[config.mk]
export PLATFORM = sky130hd
export DESIGN_NAME = fracn_div_ctrl
export DESIGN_NICKNAME = d
export VERILOG_FILES = /design/src/rtl/fnd_pkg.sv /design/src/rtl/fnd_bank_regs.sv /design/src/rtl/fnd_ratio_guard.sv /design/src/rtl/fnd_phase_acc.sv /design/src/rtl/fnd_mod_counter.sv /design/src/rtl/fracn_div_ctrl.sv
export SDC_FILE = /design/constraint.sdc
export NUM_CORES = 1
export LEC_CHECK = 0
export BUFFER_PORTS_ARGS = -buffer_cell sky130_fd_sc_hd__buf_4
export CORE_MARGIN = 10
export CORE_UTILIZATION = 40
export DETAILED_ROUTE_END_ITERATION = 10
export HOLD_SLACK_MARGIN = 0.02
export PLACE_DENSITY = 0.53
export SLEW_MARGIN = 20
export SYNTH_ARGS = -nofsm -noshare
export SYNTH_HDL_FRONTEND = slang
export SYNTH_SLANG_ARGS = --single-unit
[constraint.sdc]
create_clock -name clk -period 14.2 [get_ports clk]
set_input_delay 4.26 -clock clk [delete_from_list [all_inputs] [get_ports clk]]
set_output_delay 4.26 -clock clk [all_outputs]
set_load 0.005 [all_outputs]
[src/rtl/fnd_pkg.sv]
// Package: shared widths, defaults and the ratio type for the
// fractional-N feedback divider. Assumes one integer and one fraction
// field per bank, the fraction split into an upper and a lower word.
package fnd_pkg;
    localparam int INT_W     = 9;
    localparam int FRAC_W    = 24;
    localparam int HI_W      = 16;
    localparam int LO_W      = FRAC_W - HI_W;
    localparam int ADDR_W    = 3;
    localparam int DATA_W    = 16;
    localparam int NUM_BANKS = 2;
    localparam int INT_MIN   = 15;
    localparam int INT_MAX   = (1 << INT_W) - 1;
    localparam int DEF_INT   = 15;
    localparam int CNT_W     = INT_W + 1;

    // Field codes carried in the low address bits
    localparam logic [1:0] FLD_INT = 2'd0;
    localparam logic [1:0] FLD_HI  = 2'd1;
    localparam logic [1:0] FLD_LO  = 2'd2;

    typedef struct packed {
        logic [INT_W-1:0]  int_part;
        logic [FRAC_W-1:0] frac;
    } ratio_t;
endpackage

[src/rtl/fnd_bank_regs.sv]
// Module: two programming banks, each one integer plus a fraction kept
// as an upper and a lower word. Assumes the top address bit names the
// bank and the two low bits name the field; field code 3 is ignored.
module fnd_bank_regs
    import fnd_pkg::*;
#(
    parameter int P_INT_W   = INT_W,
    parameter int P_HI_W    = HI_W,
    parameter int P_LO_W    = LO_W,
    parameter int P_ADDR_W  = ADDR_W,
    parameter int P_DATA_W  = DATA_W,
    parameter int P_BANKS   = NUM_BANKS,
    parameter int P_DEF_INT = DEF_INT
) (
    input  logic                clk,
    input  logic                rst_n,
    input  logic                wr_en,
    input  logic [P_ADDR_W-1:0] wr_addr,
    input  logic [P_DATA_W-1:0] wr_data,
    output ratio_t [P_BANKS-1:0] banks_q
);
    localparam int BANK_BIT = P_ADDR_W - 1;

    logic [1:0] fld;
    assign fld = wr_addr[1:0];

    for (genvar b = 0; b < P_BANKS; b++) begin : g_bank
        logic [P_INT_W-1:0] int_q;
        logic [P_HI_W-1:0]  hi_q;
        logic [P_LO_W-1:0]  lo_q;
        logic               hit;

        assign hit = wr_en && (wr_addr[BANK_BIT] == b[0]);

        // Purpose: hold and update this bank's three fields
        always_ff @(posedge clk) begin
            if (!rst_n) begin
                int_q <= P_INT_W'(P_DEF_INT);
                hi_q  <= '0;
                lo_q  <= '0;
            end else if (hit) begin
                case (fld)
                    FLD_INT: int_q <= wr_data[P_INT_W-1:0];
                    FLD_HI:  hi_q  <= wr_data[P_HI_W-1:0];
                    FLD_LO:  lo_q  <= wr_data[P_LO_W-1:0];
                    default: ;
                endcase
            end
        end

        assign banks_q[b].int_part = int_q;
        assign banks_q[b].frac     = {hi_q, lo_q};
    end
endmodule

[src/rtl/fnd_ratio_guard.sv]
// Module: picks the bank named by the select input and forces the ratio
// into the legal range. Below the minimum integer gives MIN.0; anything
// above MAX.0 gives MAX.0. Purely combinational.
module fnd_ratio_guard
    import fnd_pkg::*;
#(
    parameter int P_BANKS   = NUM_BANKS,
    parameter int P_INT_MIN = INT_MIN,
    parameter int P_INT_MAX = INT_MAX
) (
    input  ratio_t [P_BANKS-1:0] banks_q,
    input  logic                 bank_sel,
    output ratio_t               eff,
    output logic                 clamp
);
    ratio_t sel;
    logic   too_low;
    logic   too_high;

    assign sel      = banks_q[bank_sel];
    assign too_low  = sel.int_part < INT_W'(P_INT_MIN);
    assign too_high = (sel.int_part == INT_W'(P_INT_MAX)) && (|sel.frac);

    // Purpose: produce the clamped effective ratio and the clamp status
    always_comb begin
        eff   = sel;
        clamp = 1'b0;
        if (too_low) begin
            eff.int_part = INT_W'(P_INT_MIN);
            eff.frac     = '0;
            clamp        = 1'b1;
        end else if (too_high) begin
            eff.int_part = INT_W'(P_INT_MAX);
            eff.frac     = '0;
            clamp        = 1'b1;
        end
    end
endmodule

[src/rtl/fnd_phase_acc.sv]
// Module: first-order phase accumulator. On each step it adds the
// fraction modulo 2^FRAC_W; the carry of that sum is offered
// combinationally so the counter can register it at the same edge.
module fnd_phase_acc
    import fnd_pkg::*;
#(
    parameter int P_FRAC_W = FRAC_W
) (
    input  logic                clk,
    input  logic                rst_n,
    input  logic                step,
    input  logic [P_FRAC_W-1:0] frac,
    output logic                carry_nxt
);
    logic [P_FRAC_W-1:0] acc_q;
    logic [P_FRAC_W:0]   sum;

    assign sum       = {1'b0, acc_q} + {1'b0, frac};
    assign carry_nxt = sum[P_FRAC_W];

    // Purpose: advance the accumulated phase once per divided cycle
    always_ff @(posedge clk) begin
        if (!rst_n) begin
            acc_q <= '0;
        end else if (step) begin
            acc_q <= sum[P_FRAC_W-1:0];
        end
    end
endmodule

[src/rtl/fnd_mod_counter.sv]
// Module: down-counter that sets the length of each divided cycle.
// When it reaches zero the cycle ends; at that edge it reloads with
// N + carry - 1 and latches the carry as the modulus control.
module fnd_mod_counter
    import fnd_pkg::*;
#(
    parameter int P_INT_W   = INT_W,
    parameter int P_CNT_W   = CNT_W,
    parameter int P_DEF_INT = DEF_INT
) (
    input  logic               clk,
    input  logic               rst_n,
    input  logic [P_INT_W-1:0] int_eff,
    input  logic               carry,
    output logic               boundary,
    output logic               mod_q
);
    logic [P_CNT_W-1:0] cnt_q;
    logic [P_CNT_W-1:0] reload;

    assign boundary = (cnt_q == '0);
    assign reload   = P_CNT_W'(int_eff) + P_CNT_W'(carry) - P_CNT_W'(1);

    // Purpose: count down the current cycle and reload at its end
    always_ff @(posedge clk) begin
        if (!rst_n) begin
            cnt_q <= P_CNT_W'(P_DEF_INT - 1);
            mod_q <= 1'b0;
        end else if (boundary) begin
            cnt_q <= reload;
            mod_q <= carry;
        end else begin
            cnt_q <= cnt_q - P_CNT_W'(1);
        end
    end
endmodule

[src/rtl/fracn_div_ctrl.sv]
// Module: top of the dual-bank fractional-N feedback divider. Ties the
// banks, range guard, accumulator and counter together. All ratio
// changes are sampled at the end of a divided cycle only.
module fracn_div_ctrl
    import fnd_pkg::*;
(
    input  logic              clk,
    input  logic              rst_n,
    input  logic              wr_en,
    input  logic [ADDR_W-1:0] wr_addr,
    input  logic [DATA_W-1:0] wr_data,
    input  logic              bank_sel,
    output logic              mod_ctl,
    output logic              fb_pulse,
    output logic              clamp_flag
);
    ratio_t [NUM_BANKS-1:0] banks_q;
    ratio_t                 eff;
    logic                   clamp;
    logic                   carry_nxt;
    logic                   boundary;
    logic                   clamp_q;

    fnd_bank_regs u_regs (
        .clk     (clk),
        .rst_n   (rst_n),
        .wr_en   (wr_en),
        .wr_addr (wr_addr),
        .wr_data (wr_data),
        .banks_q (banks_q)
    );

    fnd_ratio_guard u_guard (
        .banks_q  (banks_q),
        .bank_sel (bank_sel),
        .eff      (eff),
        .clamp    (clamp)
    );

    fnd_phase_acc u_acc (
        .clk       (clk),
        .rst_n     (rst_n),
        .step      (boundary),
        .frac      (eff.frac),
        .carry_nxt (carry_nxt)
    );

    fnd_mod_counter u_cnt (
        .clk      (clk),
        .rst_n    (rst_n),
        .int_eff  (eff.int_part),
        .carry    (carry_nxt),
        .boundary (boundary),
        .mod_q    (mod_ctl)
    );

    // Purpose: hold the clamp status for the cycle that uses the ratio
    always_ff @(posedge clk) begin
        if (!rst_n) begin
            clamp_q <= 1'b0;
        end else if (boundary) begin
            clamp_q <= clamp;
        end
    end

    assign fb_pulse   = boundary;
    assign clamp_flag = clamp_q;
endmodule

==> Flow_metrics.wiki, run 1 <==
{| class="wikitable"
! Metric !! Value
|-
| Clock network fraction of total power || between 40% and 50%
|-
| Count of distinct cell types in the synthesized netlist || 59
|-
| Count of final max-slew check failures || 0
|-
| Start of the worst register-to-register path || u_regs.g_bank[0].int_q[4]
|-
| Worst-case headroom to the max-slew limit || 32.93%
|-
| Final TNS setup || 0 ns
|-
| Most used flip-flop cell after synthesis || sky130_fd_sc_hd__dfxtp_1
|-
| RR Endpoint || u_cnt.cnt_q[8]
|-
| Final core utilization || 44.90%
|-
| Internal power || about 0.45 mW
|-
| Synth-to-Final Area Change || 10.76%
|-
| Layout Nets || 798
|-
| Diode count || 0
|-
| Sort of element at the start of the critical path || input port
|-
| Clock slew at reported path FFs || 0.07 ns
|-
| Run status || finished clean
|-
| Num Clock Sinks || 102
|-
| Startpoint of the worst setup timing path || bank_sel
|-
| CTS H-tree depth || 3
|-
| Count of cells along the worst register-to-register path || 20
|-
| Hold Crit Class || flip-flop to flip-flop
|-
| Worst reg2reg setup slack || 9.30 ns
|-
| Total GRT Usage || 15.82%
|-
| Post-route antenna net violation count || 0
|-
| Sequential fraction of the synthesis area || 36.43%
|-
| Number of flops mapped to enable cells by yosys || 0
|-
| WL per Instance || around 17 µm
|-
| Buffer levels on the longest clock path || 2
|-
| Global-route wire length before repair || between 20000 and 30000 µm
|-
| Number of vias per cell after detailed routing || ~5.5
|-
| Cts bufs inserted || 9
|-
| 1st-iter DRT viols || 276
|-
| Worst Setup End Kind || flip-flop
|-
| Crit Path Category || input port to flip-flop
|-
| Fraction of synthesized cell area in xor and xnor cells || 3.125%
|-
| Weighted congestion at the end of routability-driven global placement || between 0.8 and 0.9
|-
| Main combinational cell family by area after synthesis || simple AND/OR/NAND/NOR gates
|-
| Critical path data required time || 14.41 ns
|-
| Leftover overflow at the end of global routing || 0
|-
| Switching Power || 0.1591 mW
|-
| Count of buffers from port buffering || 25
|-
| Number of antenna violations at the first check in global routing || 0
|-
| Combinational cell fraction of total power || 8.8%
|-
| Horizontal extent of the die || 138.4 µm
|-
| Pin count of the biggest net entering global routing || 88
|-
| Number of nets produced by synthesis || 787
|-
| Synthesized-area fraction occupied by ao, oa, aoi and oai cells || 18.04%
|-
| Area of the mapped netlist || 5605 µm²
|-
| Mean cell area of the mapped netlist || about 7.6 µm²
|-
| First-pass iteration count of the detailed router || 4
|-
| Starting density of the core || 40.54%
|-
| Via count || ~5000
|-
| Setup bufs post-CTS || 0
|-
| Clock Latency Late Sink || 0.36 ns
|-
| VDD IR-drop max || 0.00007844 V
|-
| Number of global-route vias before repair || 4728
|-
| Final-layout fill cell count || 1415
|-
| Crit path DAT || 8.67 ns
|-
| Yosys warns || 0
|-
| Top-level port count || 26
|-
| Count of mapped cells out of synthesis || approximately 740
|-
| Power per unit of standard cell area || approximately 98 nW/µm²
|-
| Cts hold-fix bufs || 0
|-
| Synth Area in Simple Gates || 27.23%
|-
| Count of maximum capacitance violations || 0
|-
| Adder and majority gate portion of the synthesized area || under 10%
|-
| Leakage power summed over all cells || 2.498 nW
|-
| Sequential share of power || 48.9%
|-
| Final wirelength || around 16000 µm
|-
| Share of flip-flops with an asynchronous set or reset || 0%
|-
| Unrepaired setup endpoints after global routing || false
|-
| Flip-flop and latch count after synthesis || 102
|-
| Clk_skew || 0.009517 ns
|-
| TritonCTS clock tree || done
|-
| Tmin final || 8.467 ns
|-
| Highest fanout seen on the critical path || about 40
|-
| Switching share of power || around a quarter
|-
| Share of cell area taken by muxes after synthesis || 5.737%
|-
| Setup-violating endpoint count in the final report || 0
|-
| Area enclosed by the die boundary || ~19000 µm²
|-
| Detailed-placement wirelength estimate || 11260 µm
|-
| Row count || 43
|-
| Worst hold slack across all endpoints || 0.4579 ns
|-
| Transition time at the pin with the least slew margin || 0.9983 ns
|-
| Core Footprint || approximately 14000 µm²
|-
| Ratio of cells with drive above 1 in the final layout || 7.200%
|-
| Post-CTS Resized || 0
|-
| Fin crit share || about three fifths
|-
| Number of design rule violations left after detail routing || 0
|-
| Upper clock frequency limit || ~0.12 GHz
|-
| Fin. Hold Viols || 0
|-
| Last element of the critical path || u_cnt.cnt_q[8]
|-
| Die Height || 138.4 µm
|-
| Clock root cell || sky130_fd_sc_hd__clkbuf_16
|}
worst min path at each step:
| stage | startpoint | endpoint | slack [ns] | cells after the start |
|---|---|---|---|---|
| 2_1_floorplan | u_acc.acc_q[20] | u_acc.acc_q[20] | 0.44 | 2 |
| 3_3_place_gp | u_acc.acc_q[20] | u_acc.acc_q[20] | 0.44 | 2 |
| 3_5_place_dp | u_acc.acc_q[20] | u_acc.acc_q[20] | 0.45 | 2 |
| 4_1_cts | u_acc.acc_q[20] | u_acc.acc_q[20] | 0.46 | 2 |
| 5_1_grt | u_acc.acc_q[10] | u_acc.acc_q[10] | 0.48 | 2 |
| 6_report | u_acc.acc_q[20] | u_acc.acc_q[20] | 0.46 | 2 |
state kept, by name, indices dropped and copies added, names as in the netlist:
register and flops:
u_regs.g_bank.hi_q 32, u_regs.g_bank.int_q 18, u_regs.g_bank.lo_q 16, clamp_flag 1, u_acc.acc_q 24, u_cnt.cnt_q 10, u_cnt.mod_q 1
layout make-up:
class | count | area [µm²] | area share (%)
well taps | 180 | 225.2 | 3.628
flip-flops and latches | 102 | 2042 | 32.89
clock buffers | 9 | 225.2 | 3.628
clock inverters | 5 | 67.56 | 1.088
repair buffers | 30 | 225.2 | 3.628
multi-input cells | 596 | 3392 | 54.64
inverters | 8 | 31.28 | 0.5038
layer usage:
layer	wire, µm	GRT usage [%]	vias up
li1	-	-	2611
met1	8020	21.72	2393
met2	6887	24.32	74
met3	544	3.664	13
met4	208	3.940	0
met5	0	0	-
cell families (layout without fill, tap and decap cells):
family,after synthesis,after routing
AND/OR/NAND/NOR,344,344
adder cells (fa/ha/maj),28,28
multiplexers,32,32
buffers and inverters,38,52
AO/OA/AOI/OAI,172,172
XOR/XNOR,20,20
flip-flops,102,102
critical path: stages:
cell and delay, ns:
sky130_fd_sc_hd__buf_4 0.47, sky130_fd_sc_hd__mux2i_1 0.30, sky130_fd_sc_hd__o21ai_0 0.17, sky130_fd_sc_hd__nand3_1 0.10, sky130_fd_sc_hd__buf_4 0.31, sky130_fd_sc_hd__nor2_1 0.09, sky130_fd_sc_hd__ha_1 0.22, sky130_fd_sc_hd__fa_1 0.44
sky130_fd_sc_hd__a211oi_1 0.23, sky130_fd_sc_hd__o21ai_1 0.18, sky130_fd_sc_hd__o211ai_1 0.28, sky130_fd_sc_hd__a41o_1 0.26, sky130_fd_sc_hd__a21boi_1 0.10, sky130_fd_sc_hd__o221ai_1 0.23, sky130_fd_sc_hd__ha_1 0.23, sky130_fd_sc_hd__ha_1 0.23
sky130_fd_sc_hd__nand2_1 0.11, sky130_fd_sc_hd__nor4_1 0.22, sky130_fd_sc_hd__or3_1 0.13, sky130_fd_sc_hd__a31oi_1 0.07
cells in the mapped netlist (4+ instances only):
cell type                  count  share of area, %
sky130_fd_sc_hd__ha_1         27               6.0
sky130_fd_sc_hd__o21ai_0      19               1.7
sky130_fd_sc_hd__nand2_1     201                13
sky130_fd_sc_hd__buf_2         7              0.62
sky130_fd_sc_hd__mux2i_1      31               5.5
sky130_fd_sc_hd__nor2b_1       6              0.67
sky130_fd_sc_hd__nor2_1       47               3.1
sky130_fd_sc_hd__and3_1        5              0.56
sky130_fd_sc_hd__buf_1         6              0.40
sky130_fd_sc_hd__o211ai_1      8               1.1
sky130_fd_sc_hd__nor4_1       14               1.6
sky130_fd_sc_hd__nand2b_1      4              0.45
sky130_fd_sc_hd__dfxtp_1     102                36
sky130_fd_sc_hd__xnor2_1       7               1.1
sky130_fd_sc_hd__a211o_1       5              0.78
sky130_fd_sc_hd__a211oi_1      6              0.80
sky130_fd_sc_hd__nand3_1      28               2.5
sky130_fd_sc_hd__nor3_1       12               1.1
sky130_fd_sc_hd__a21o_1        7              0.94
sky130_fd_sc_hd__clkbuf_1     14              0.94
sky130_fd_sc_hd__inv_1         7              0.47
sky130_fd_sc_hd__nand4_1       9               1.0
sky130_fd_sc_hd__a21oi_1     102               9.1
sky130_fd_sc_hd__xor2_1       13               2.0
sky130_fd_sc_hd__a31oi_1       4              0.45
layout by cell type, fill, tap and decap left out, types with 4 or more instances in the layout:
cell type,synthesis,layout
sky130_fd_sc_hd__a211o_1,5,5
sky130_fd_sc_hd__a211oi_1,6,6
sky130_fd_sc_hd__a21o_1,7,7
sky130_fd_sc_hd__a21oi_1,102,102
sky130_fd_sc_hd__a31oi_1,4,4
sky130_fd_sc_hd__and3_1,5,5
sky130_fd_sc_hd__buf_4,1,30
sky130_fd_sc_hd__clkbuf_16,0,9
sky130_fd_sc_hd__dfxtp_1,102,102
sky130_fd_sc_hd__ha_1,27,27
sky130_fd_sc_hd__inv_1,7,6
sky130_fd_sc_hd__mux2i_1,31,31
sky130_fd_sc_hd__nand2_1,201,201
sky130_fd_sc_hd__nand2b_1,4,4
sky130_fd_sc_hd__nand3_1,28,28
sky130_fd_sc_hd__nand4_1,9,9
sky130_fd_sc_hd__nor2_1,47,47
sky130_fd_sc_hd__nor2b_1,6,6
sky130_fd_sc_hd__nor3_1,12,12
sky130_fd_sc_hd__nor4_1,14,14
sky130_fd_sc_hd__o211ai_1,8,8
sky130_fd_sc_hd__o21ai_0,19,19
sky130_fd_sc_hd__xnor2_1,7,7
sky130_fd_sc_hd__xor2_1,13,13
power by group through the flow:
stage / Combinational, mW / Clock [mW] / Sequential [mW]
floorplan: 0.0343 / 0 / 0.302
global placement: 0.0526 / 0 / 0.303
detailed placement: 0.0531 / 0 / 0.303
CTS: 0.0534 / 0.262 / 0.296
global route: 0.0587 / 0.273 / 0.297
finish: 0.0532 / 0.257 / 0.297
metrics by stage:
stage | instances | cell area [µm²] | power [mW] | worst slack [ns]
floorplan | 736 | 5605 | 0.3359 | 6.064
global placement | 916 | 5916 | 0.3557 | 5.442
detailed placement | 916 | 5916 | 0.3564 | 5.345
CTS | 930 | 6208 | 0.6118 | 5.713
global route | 930 | 6208 | 0.6293 | 5.335
finish | 930 | 6208 | 0.6068 | 5.733
Power figures use the tool's default switching activity.
==> inputs of run 2 (changes only) <==
- ABC_AREA: unset -> 1
- PLACE_DENSITY: 0.53 -> 0.55
- clock period: 14.2 -> 7 ns (I/O delays scaled with it)
==> run 2 against run 1 <==
  * Sequential share of layout area is 2.4 points lower
  * Largest power group unchanged
  * Wire length is 7.1% higher
  * Via count increased by 14%
  * Non-clock buffer count is 3 lower
  * Clock power rose by 99%
  * Synthesized cell count grew 30%
  * Design area increased by 7.9%
  * Highest routed layer unchanged
  * Synthesized area increased by 9.6%
  * First-iteration DRC count grew 7.6%
==> Flow_metrics.wiki, run 2 <==
{| class="wikitable"
! Metric !! Value
|-
| Core Footprint || 15150 µm² (+9.5%)
|-
| Power per unit of standard cell area || 187.1 nW/µm² (+91%)
|-
| Buffer levels on the longest clock path || 2 (unchanged)
|-
| Most area-consuming cells after synthesis || sky130_fd_sc_hd__dfxtp_1 33%, sky130_fd_sc_hd__nor2_1 13%, sky130_fd_sc_hd__nand2_1 11%
|-
| Setup bufs post-CTS || 0 (unchanged)
|-
| Worst Setup End Kind || flip-flop
|-
| Count of distinct cell types in the synthesized netlist || 36 (-39%)
|-
| Synth-to-Final Area Change || 9.043%
|-
| Most frequent standard cell in the layout excluding fill and tap cells || sky130_fd_sc_hd__nor2_1
|-
| Ratio of cells with drive above 1 in the final layout || 6.605% (-0.60 points)
|-
| Cts bufs inserted || 9 (unchanged)
|-
| Most used flip-flop cell after synthesis || sky130_fd_sc_hd__dfxtp_1
|-
| Critical path data required time || 7.24 ns (-7.17 ns)
|-
| Area enclosed by the die boundary || 20720 µm² (+8.2%)
|-
| Leftover overflow at the end of global routing || 0 (unchanged)
|-
| Top-level port count || 26 (unchanged)
|-
| Number of antenna violations at the first check in global routing || 0 (unchanged)
|-
| Count of final max-slew check failures || 0 (unchanged)
|-
| Post-CTS Resized || 0 (unchanged)
|-
| Clock Latency Late Sink || 0.36 ns (about the same)
|-
| Detailed-placement wirelength estimate || 12560 µm (+12%)
|-
| Share of flip-flops with an asynchronous set or reset || 0% (unchanged)
|-
| Fin. Hold Viols || 0 (unchanged)
|-
| Number of vias per cell after detailed routing || 5.012 (-8.4%)
|-
| Yosys warns || 0 (unchanged)
|-
| Number of global-route vias before repair || 5393 (+14%)
|-
| 1st-iter DRT viols || 297 (+7.6%)
|-
| Diode count || 0 (unchanged)
|-
| Startpoint of the worst hold path || u_regs.g_bank[0].int_q[0]
|-
| Clk_skew || 0.01071 ns (+0.001191 ns)
|-
| Count of buffers from port buffering || 25 (unchanged)
|-
| Number of flops mapped to enable cells by yosys || 0 (unchanged)
|-
| Post-route antenna net violation count || 0 (unchanged)
|-
| WL per Instance || 14.50 µm (-14%)
|-
| Weighted congestion at the end of routability-driven global placement || 0.9160 (+7.0%)
|-
| Starting density of the core || 40.56% (about the same)
|-
| First-pass iteration count of the detailed router || 5 (+1)
|-
| Start of the worst register-to-register path || u_regs.g_bank[1].int_q[0]
|-
| Cell accounting for the most synthesized area || sky130_fd_sc_hd__dfxtp_1
|-
| Top-count cell post-synth || sky130_fd_sc_hd__nor2_1
|-
| Horizontal extent of the die || 143.9 µm (+4.0%)
|-
| Sequential fraction of the synthesis area || 33.24% (-3.2 points)
|-
| Number of design rule violations left after detail routing || 0 (unchanged)
|-
| Most numerous cell types in the synthesized netlist || 207 x sky130_fd_sc_hd__nor2_1, 182 x sky130_fd_sc_hd__nand2_1, 102 x sky130_fd_sc_hd__dfxtp_1
|-
| Final-layout fill cell count || 1632 (+15%)
|-
| Setup-violating endpoint count in the final report || 0 (unchanged)
|-
| Mean cell area of the mapped netlist || 6.419 µm² (-16%)
|-
| Count of mapped cells out of synthesis || 957 (+30%)
|-
| Count of maximum capacitance violations || 0 (unchanged)
|-
| Clock slew at reported path FFs || 0.08 ns (about the same)
|-
| Flip-flop and latch count after synthesis || 102 (unchanged)
|-
| Final wirelength || 16780 µm (+7.1%)
|-
| Unrepaired setup endpoints after global routing || false
|-
| Row count || 45 (+4.7%)
|-
| Highest fanout seen on the critical path || 33 (-20%)
|-
| Sort of element at the start of the critical path || input port
|-
| Run status || finished clean
|-
| Final TNS setup || 0 ns (unchanged)
|-
| Num Clock Sinks || 102 (unchanged)
|-
| Final core utilization || 44.23% (-0.67 points)
|-
| Cts hold-fix bufs || 0 (unchanged)
|-
| CTS H-tree depth || 3 (unchanged)
|-
| Global-route wire length before repair || 27830 µm (+11%)
|-
| Regs by FF count || u_regs.g_bank.hi_q (32), u_acc.acc_q (24), u_regs.g_bank.int_q (18)
|-
| Die Height || 143.9 µm (+4.0%)
|-
| Number of nets produced by synthesis || 1008 (+28%)
|-
| Leakage power summed over all cells || 3.084 nW (+23%)
|-
| Upper clock frequency limit || ~0.16 GHz
|-
| Largest register FFs || 32 (unchanged)
|-
| Top library cells by usage in the layout, fill and taps aside || 207 x sky130_fd_sc_hd__nor2_1, 182 x sky130_fd_sc_hd__nand2_1, 102 x sky130_fd_sc_hd__dfxtp_1, 101 x sky130_fd_sc_hd__inv_1, 94 x sky130_fd_sc_hd__o21ai_0
|-
| Hold Crit Class || flip-flop to flip-flop
|-
| Worst-case headroom to the max-slew limit || 47.76% (+15 points)
|-
| Total GRT Usage || 16.72% (+0.90 points)
|-
| Via count || 5799 (+14%)
|-
| TritonCTS clock tree || done
|-
| Fin crit share || 88.86%
|-
| Transition time at the pin with the least slew margin || 0.7828 ns (-0.2156 ns)
|-
| Crit Path Category || input port to flip-flop
|-
| Clock root cell || sky130_fd_sc_hd__clkbuf_16
|-
| Crit path DAT || 6.46 ns (-2.21 ns)
|-
| Tmin final || 6.220 ns
|-
| Layout Nets || 1015 (+27%)
|-
| Startpoint of the worst setup timing path || bank_sel
|-
| Register with the most flip-flops || u_regs.g_bank.hi_q
|-
| Area of the mapped netlist || 6143 µm² (+9.6%)
|-
| VDD IR-drop max || 0.0001109 V (+41%)
|-
| Pin count of the biggest net entering global routing || 82 (-6.8%)
|-
| Fraction of post-synthesis cell area in the top cell type by area || 33.24% (-3.2 points)
|}
run 2: routing by layer:
layer | global-route usage (%) | wire length [µm] | up-vias | share of wire [%]
met3 | 3.102 | 543 | 18 | 3.2
met4 | 4.567 | 246 | 0 | 1.5
met1 | 23.26 | 8639 | 2587 | 51
met5 | 0 | 0 | - | 0
met2 | 25.73 | 7349 | 89 | 44
li1 | - | - | 3105 | -
run 2: stage by stage:
stage / total power [mW] / instances / hold slack [ns] / worst slack (ns) / instance area, µm²
after CTS: 1.267 / 1157 / 0.4768 / 0.8019 / 6699
after global routing: 1.307 / 1157 / 0.4910 / 0.3653 / 6699
after global placement: 0.7565 / 1141 / 0.4509 / 0.4790 / 6396
final: 1.253 / 1157 / 0.4727 / 0.7798 / 6699
after detailed placement: 0.7565 / 1141 / 0.4559 / 0.4296 / 6396
after floorplan: 0.7160 / 957 / 0.4292 / 1.489 / 6143
run 2: kinds of logic after synthesis:
family | count (synthesis) | share of synthesized area, %
AND/OR/NAND/NOR | 492 | 33.16
AO/OA/AOI/OAI | 181 | 15.68
buffers and inverters | 136 | 9.430
flip-flops | 102 | 33.24
adder cells (fa/ha/maj) | 28 | 5.825
XOR/XNOR | 13 | 1.853
multiplexers | 5 | 0.8147
run 2: report_power, final:
part / internal [mW] / switching, mW / total, mW
Clock: 0.253 / 0.258 / 0.511
Combinational: 0.0488 / 0.0901 / 0.139
Sequential: 0.596 / 0.00826 / 0.604
Total: 0.897 / 0.356 / 1.25
run 2: final timing paths:
check | to | slack [ns] | depth (start not counted)
max | u_cnt.cnt_q[8] | 0.78 | 24
min | u_regs.g_bank[0].int_q[0] | 0.47 | 2
max reg2reg | u_cnt.cnt_q[8] | 2.59 | 24
min reg2reg | u_regs.g_bank[0].int_q[0] | 0.47 | 2
run 2: layout make-up:
class	instances	area (µm²)	area share, %
repair buffers	27	202.7	3.026
multi-input cells	719	3522	52.58
clock buffers	9	225.2	3.362
clock inverters	7	77.57	1.158
flip-flops and latches	102	2042	30.48
inverters	105	394.1	5.883
well taps	188	235.2	3.511
run 2: critical path, cell delays in order:
cell and delay [ns]:
sky130_fd_sc_hd__buf_4 0.33, sky130_fd_sc_hd__buf_4 0.26, sky130_fd_sc_hd__nand2_1 0.07, sky130_fd_sc_hd__nand2_1 0.11, sky130_fd_sc_hd__nand4_1 0.11, sky130_fd_sc_hd__nor3_1 0.37
sky130_fd_sc_hd__nand2_2 0.14, sky130_fd_sc_hd__nand2_4 0.25, sky130_fd_sc_hd__a21oi_2 0.06, sky130_fd_sc_hd__ha_1 0.25, sky130_fd_sc_hd__fa_1 0.45, sky130_fd_sc_hd__nand3_1 0.09
sky130_fd_sc_hd__nand3_1 0.20, sky130_fd_sc_hd__nand2_1 0.11, sky130_fd_sc_hd__nand3_1 0.13, sky130_fd_sc_hd__nand3_1 0.13, sky130_fd_sc_hd__nand2_1 0.10, sky130_fd_sc_hd__nand3_1 0.13
sky130_fd_sc_hd__and2_1 0.16, sky130_fd_sc_hd__ha_1 0.18, sky130_fd_sc_hd__ha_1 0.21, sky130_fd_sc_hd__nand4_1 0.19, sky130_fd_sc_hd__o21bai_1 0.22, sky130_fd_sc_hd__a21oi_1 0.08
==> inputs of run 3 (changes only) <==
- CTS_BUF_LIST: unset -> sky130_fd_sc_hd__clkbuf_2
- GPL_ROUTABILITY_DRIVEN: unset -> 0
- HOLD_SLACK_MARGIN: 0.02 -> unset
==> run 3 against run 2 <==
  * Non-clock buffer count stayed put
  * First-iteration DRC count is 8.1% higher
  * Total power is 17% lower
  * Global-route usage hardly changed
==> Flow_metrics.wiki, run 3 (same netlist as run 2, synthesis figures left out) <==
{| class="wikitable"
! Metric !! Value
|-
| Critical path data required time || 7.58 ns (+0.34 ns)
|-
| Final Total Pwr || 1.043 mW (-17%)
|-
| 1st-iter DRT viols || 321 (+8.1%)
|-
| Area taken by multi-input logic gates || 3522 µm² (unchanged)
|-
| Transition time at the pin with the least slew margin || 0.7986 ns (+0.01584 ns)
|-
| Fin. Hold Viols || 0 (unchanged)
|-
| Clock slew at reported path FFs || 0.33 ns (+0.25 ns)
|-
| Regs by FF count || u_regs.g_bank.hi_q (32), u_acc.acc_q (24), u_regs.g_bank.int_q (18)
|-
| WL per Instance || 14.43 µm (-0.53%)
|-
| Sequential cell area || 2042 µm² (unchanged)
|-
| Post-route antenna net violation count || 0 (unchanged)
|-
| Clk_skew || 0.02962 ns (+0.01892 ns)
|-
| Final wirelength || 16760 µm (about the same)
|-
| Synth-to-Final Area Change || 6.314%
|-
| Post-CTS Resized || 0 (unchanged)
|-
| Count of maximum capacitance violations || 0 (unchanged)
|-
| Most frequent standard cell in the layout excluding fill and tap cells || sky130_fd_sc_hd__nor2_1
|-
| Number of design rule violations left after detail routing || 0 (unchanged)
|-
| CTS H-tree depth || 3 (unchanged)
|-
| Detailed-placement wirelength estimate || 12560 µm (unchanged)
|-
| Hold Crit Class || flip-flop to flip-flop
|-
| Count of final max-slew check failures || 0 (unchanged)
|-
| Buffer levels on the longest clock path || 2 (unchanged)
|-
| Final core utilization || 43.12% (-1.1 points)
|-
| Power per unit of standard cell area || 159.6 nW/µm² (-15%)
|-
| Number of vias per cell after detailed routing || 4.985 (-0.53%)
|-
| Count of buffers from port buffering || 25 (unchanged)
|-
| Setup bufs post-CTS || 0 (unchanged)
|-
| Top library cells by usage in the layout, fill and taps aside || 207 x sky130_fd_sc_hd__nor2_1, 182 x sky130_fd_sc_hd__nand2_1, 102 x sky130_fd_sc_hd__dfxtp_1, 101 x sky130_fd_sc_hd__inv_1, 94 x sky130_fd_sc_hd__o21ai_0
|-
| Unrepaired setup endpoints after global routing || false
|-
| Highest fanout seen on the critical path || 33 (unchanged)
|-
| TritonCTS clock tree || done
|-
| Placed Area || 6396 µm² (unchanged)
|-
| Die Height || 143.9 µm (unchanged)
|-
| Leakage power summed over all cells || 3.011 nW (-2.4%)
|-
| Top-level port count || 26 (unchanged)
|-
| Sort of element at the start of the critical path || input port
|-
| Crit path DAT || 6.44 ns (-0.02 ns)
|-
| Final TNS setup || 0 ns (unchanged)
|-
| Layout Nets || 1015 (unchanged)
|-
| Clock root cell || sky130_fd_sc_hd__clkbuf_2
|-
| Cts hold-fix bufs || 0 (unchanged)
|-
| Pin count of the biggest net entering global routing || 82 (unchanged)
|-
| Via count || 5793 (-0.10%)
|-
| Worst Setup End Kind || flip-flop
|-
| First-pass iteration count of the detailed router || 5 (unchanged)
|-
| Starting density of the core || 40.56% (unchanged)
|-
| Clock Latency Late Sink || 0.65 ns (+0.29 ns)
|-
| Upper clock frequency limit || 0.1705 GHz (+6.0%)
|-
| Num Clock Sinks || 102 (unchanged)
|-
| VDD IR-drop max || 0.00008432 V (-24%)
|-
| Number of antenna violations at the first check in global routing || 1 (+1)
|-
| Leftover overflow at the end of global routing || 0 (unchanged)
|-
| Global-route wire length before repair || 27770 µm (-0.22%)
|-
| Worst-case headroom to the max-slew limit || 46.70% (-1.1 points)
|-
| Final-layout fill cell count || 1659 (+1.7%)
|-
| Setup-violating endpoint count in the final report || 0 (unchanged)
|-
| Fin crit share || 83.80% (-5.1 points)
|-
| Core Footprint || 15150 µm² (unchanged)
|-
| Ratio of cells with drive above 1 in the final layout || 6.605% (unchanged)
|-
| Horizontal extent of the die || 143.9 µm (unchanged)
|-
| Row count || 45 (unchanged)
|-
| Run status || finished clean
|-
| Register with the most flip-flops || u_regs.g_bank.hi_q
|-
| Largest register FFs || 32 (unchanged)
|-
| Total GRT Usage || 16.69% (-0.028 points)
|-
| Cts bufs inserted || 9 (unchanged)
|-
| Tmin final || 5.866 ns (-0.3538 ns)
|-
| Number of global-route vias before repair || 5388 (-0.093%)
|-
| Crit Path Category || input port to flip-flop
|-
| Fin area || 6531 µm² (-2.5%)
|-
| Area enclosed by the die boundary || 20720 µm² (unchanged)
|}
## run 3: cell count changes in the layout (fill, tap and decap cells not counted)
cell,before,now
sky130_fd_sc_hd__clkbuf_16,9,0
sky130_fd_sc_hd__diode_2,0,5
sky130_fd_sc_hd__clkbuf_2,0,9
## run 3: critical path, stage by stage
cell and delay [ns]:
sky130_fd_sc_hd__buf_4 0.32, sky130_fd_sc_hd__buf_4 0.26, sky130_fd_sc_hd__nand2_1 0.07, sky130_fd_sc_hd__nand2_1 0.11, sky130_fd_sc_hd__nand4_1 0.11, sky130_fd_sc_hd__nor3_1 0.36
sky130_fd_sc_hd__nand2_2 0.14, sky130_fd_sc_hd__nand2_4 0.24, sky130_fd_sc_hd__a21oi_2 0.06, sky130_fd_sc_hd__ha_1 0.25, sky130_fd_sc_hd__fa_1 0.45, sky130_fd_sc_hd__nand3_1 0.09
sky130_fd_sc_hd__nand3_1 0.19, sky130_fd_sc_hd__nand2_1 0.11, sky130_fd_sc_hd__nand3_1 0.13, sky130_fd_sc_hd__nand3_1 0.13, sky130_fd_sc_hd__nand2_1 0.10, sky130_fd_sc_hd__nand3_1 0.14
sky130_fd_sc_hd__and2_1 0.16, sky130_fd_sc_hd__ha_1 0.19, sky130_fd_sc_hd__ha_1 0.21, sky130_fd_sc_hd__nand4_1 0.20, sky130_fd_sc_hd__o21bai_1 0.22, sky130_fd_sc_hd__a21oi_1 0.08
## run 3: final cells by class
class / instances / share of cell area, %
Tap cell: 188 / 3.602
Clock inverter: 7 / 1.188
Clock buffer: 9 / 0.6897
Multi-Input combinational cell: 719 / 53.93
Sequential cell: 102 / 31.26
Timing Repair Buffer: 27 / 3.103
Antenna cell: 5 / 0.1916
Inverter: 105 / 6.034
## run 3: through the flow
| step | setup slack, ns | hold slack, ns | std cells |
|---|---|---|---|
| 4_1_cts | 1.184 | 0.4908 | 1157 |
| 6_report | 1.134 | 0.4930 | 1162 |
| 3_5_place_dp | 0.4296 | 0.4559 | 1141 |
| 2_1_floorplan | 1.489 | 0.4292 | 957 |
| 3_3_place_gp | 0.4790 | 0.4509 | 1141 |
| 5_1_grt | 0.7292 | 0.5067 | 1162 |
## run 3: power breakdown
| part | switching, mW | internal (mW) |
|---|---|---|
| sequential | 0.00828 | 0.600 |
| clock | 0.237 | 0.0590 |
| combinational | 0.0900 | 0.0488 |
## run 3: path summary, 6_finish.rpt
path	startpoint	end	cells after the start	slack (ns)
setup / recovery	bank_sel	u_cnt.cnt_q[8]	24	1.13
hold / removal	u_regs.g_bank[1].int_q[4]	u_regs.g_bank[1].int_q[4]	2	0.49
setup reg to reg	u_regs.g_bank[1].int_q[0]	u_cnt.cnt_q[8]	24	2.58
hold reg to reg	u_regs.g_bank[1].int_q[4]	u_regs.g_bank[1].int_q[4]	2	0.49
## run 3: layer usage
metal  wire length (µm)  GRT usage (%)  vias to the layer above  part of all wire [%]
li1                   -              -                     3114                     -
met1               8579          23.14                     2587                    51
met2               7467          25.92                       80                    45
met3                544          3.201                       12                   3.2
met4                171          4.084                        0                   1.0
met5                  0              0                        -                     0
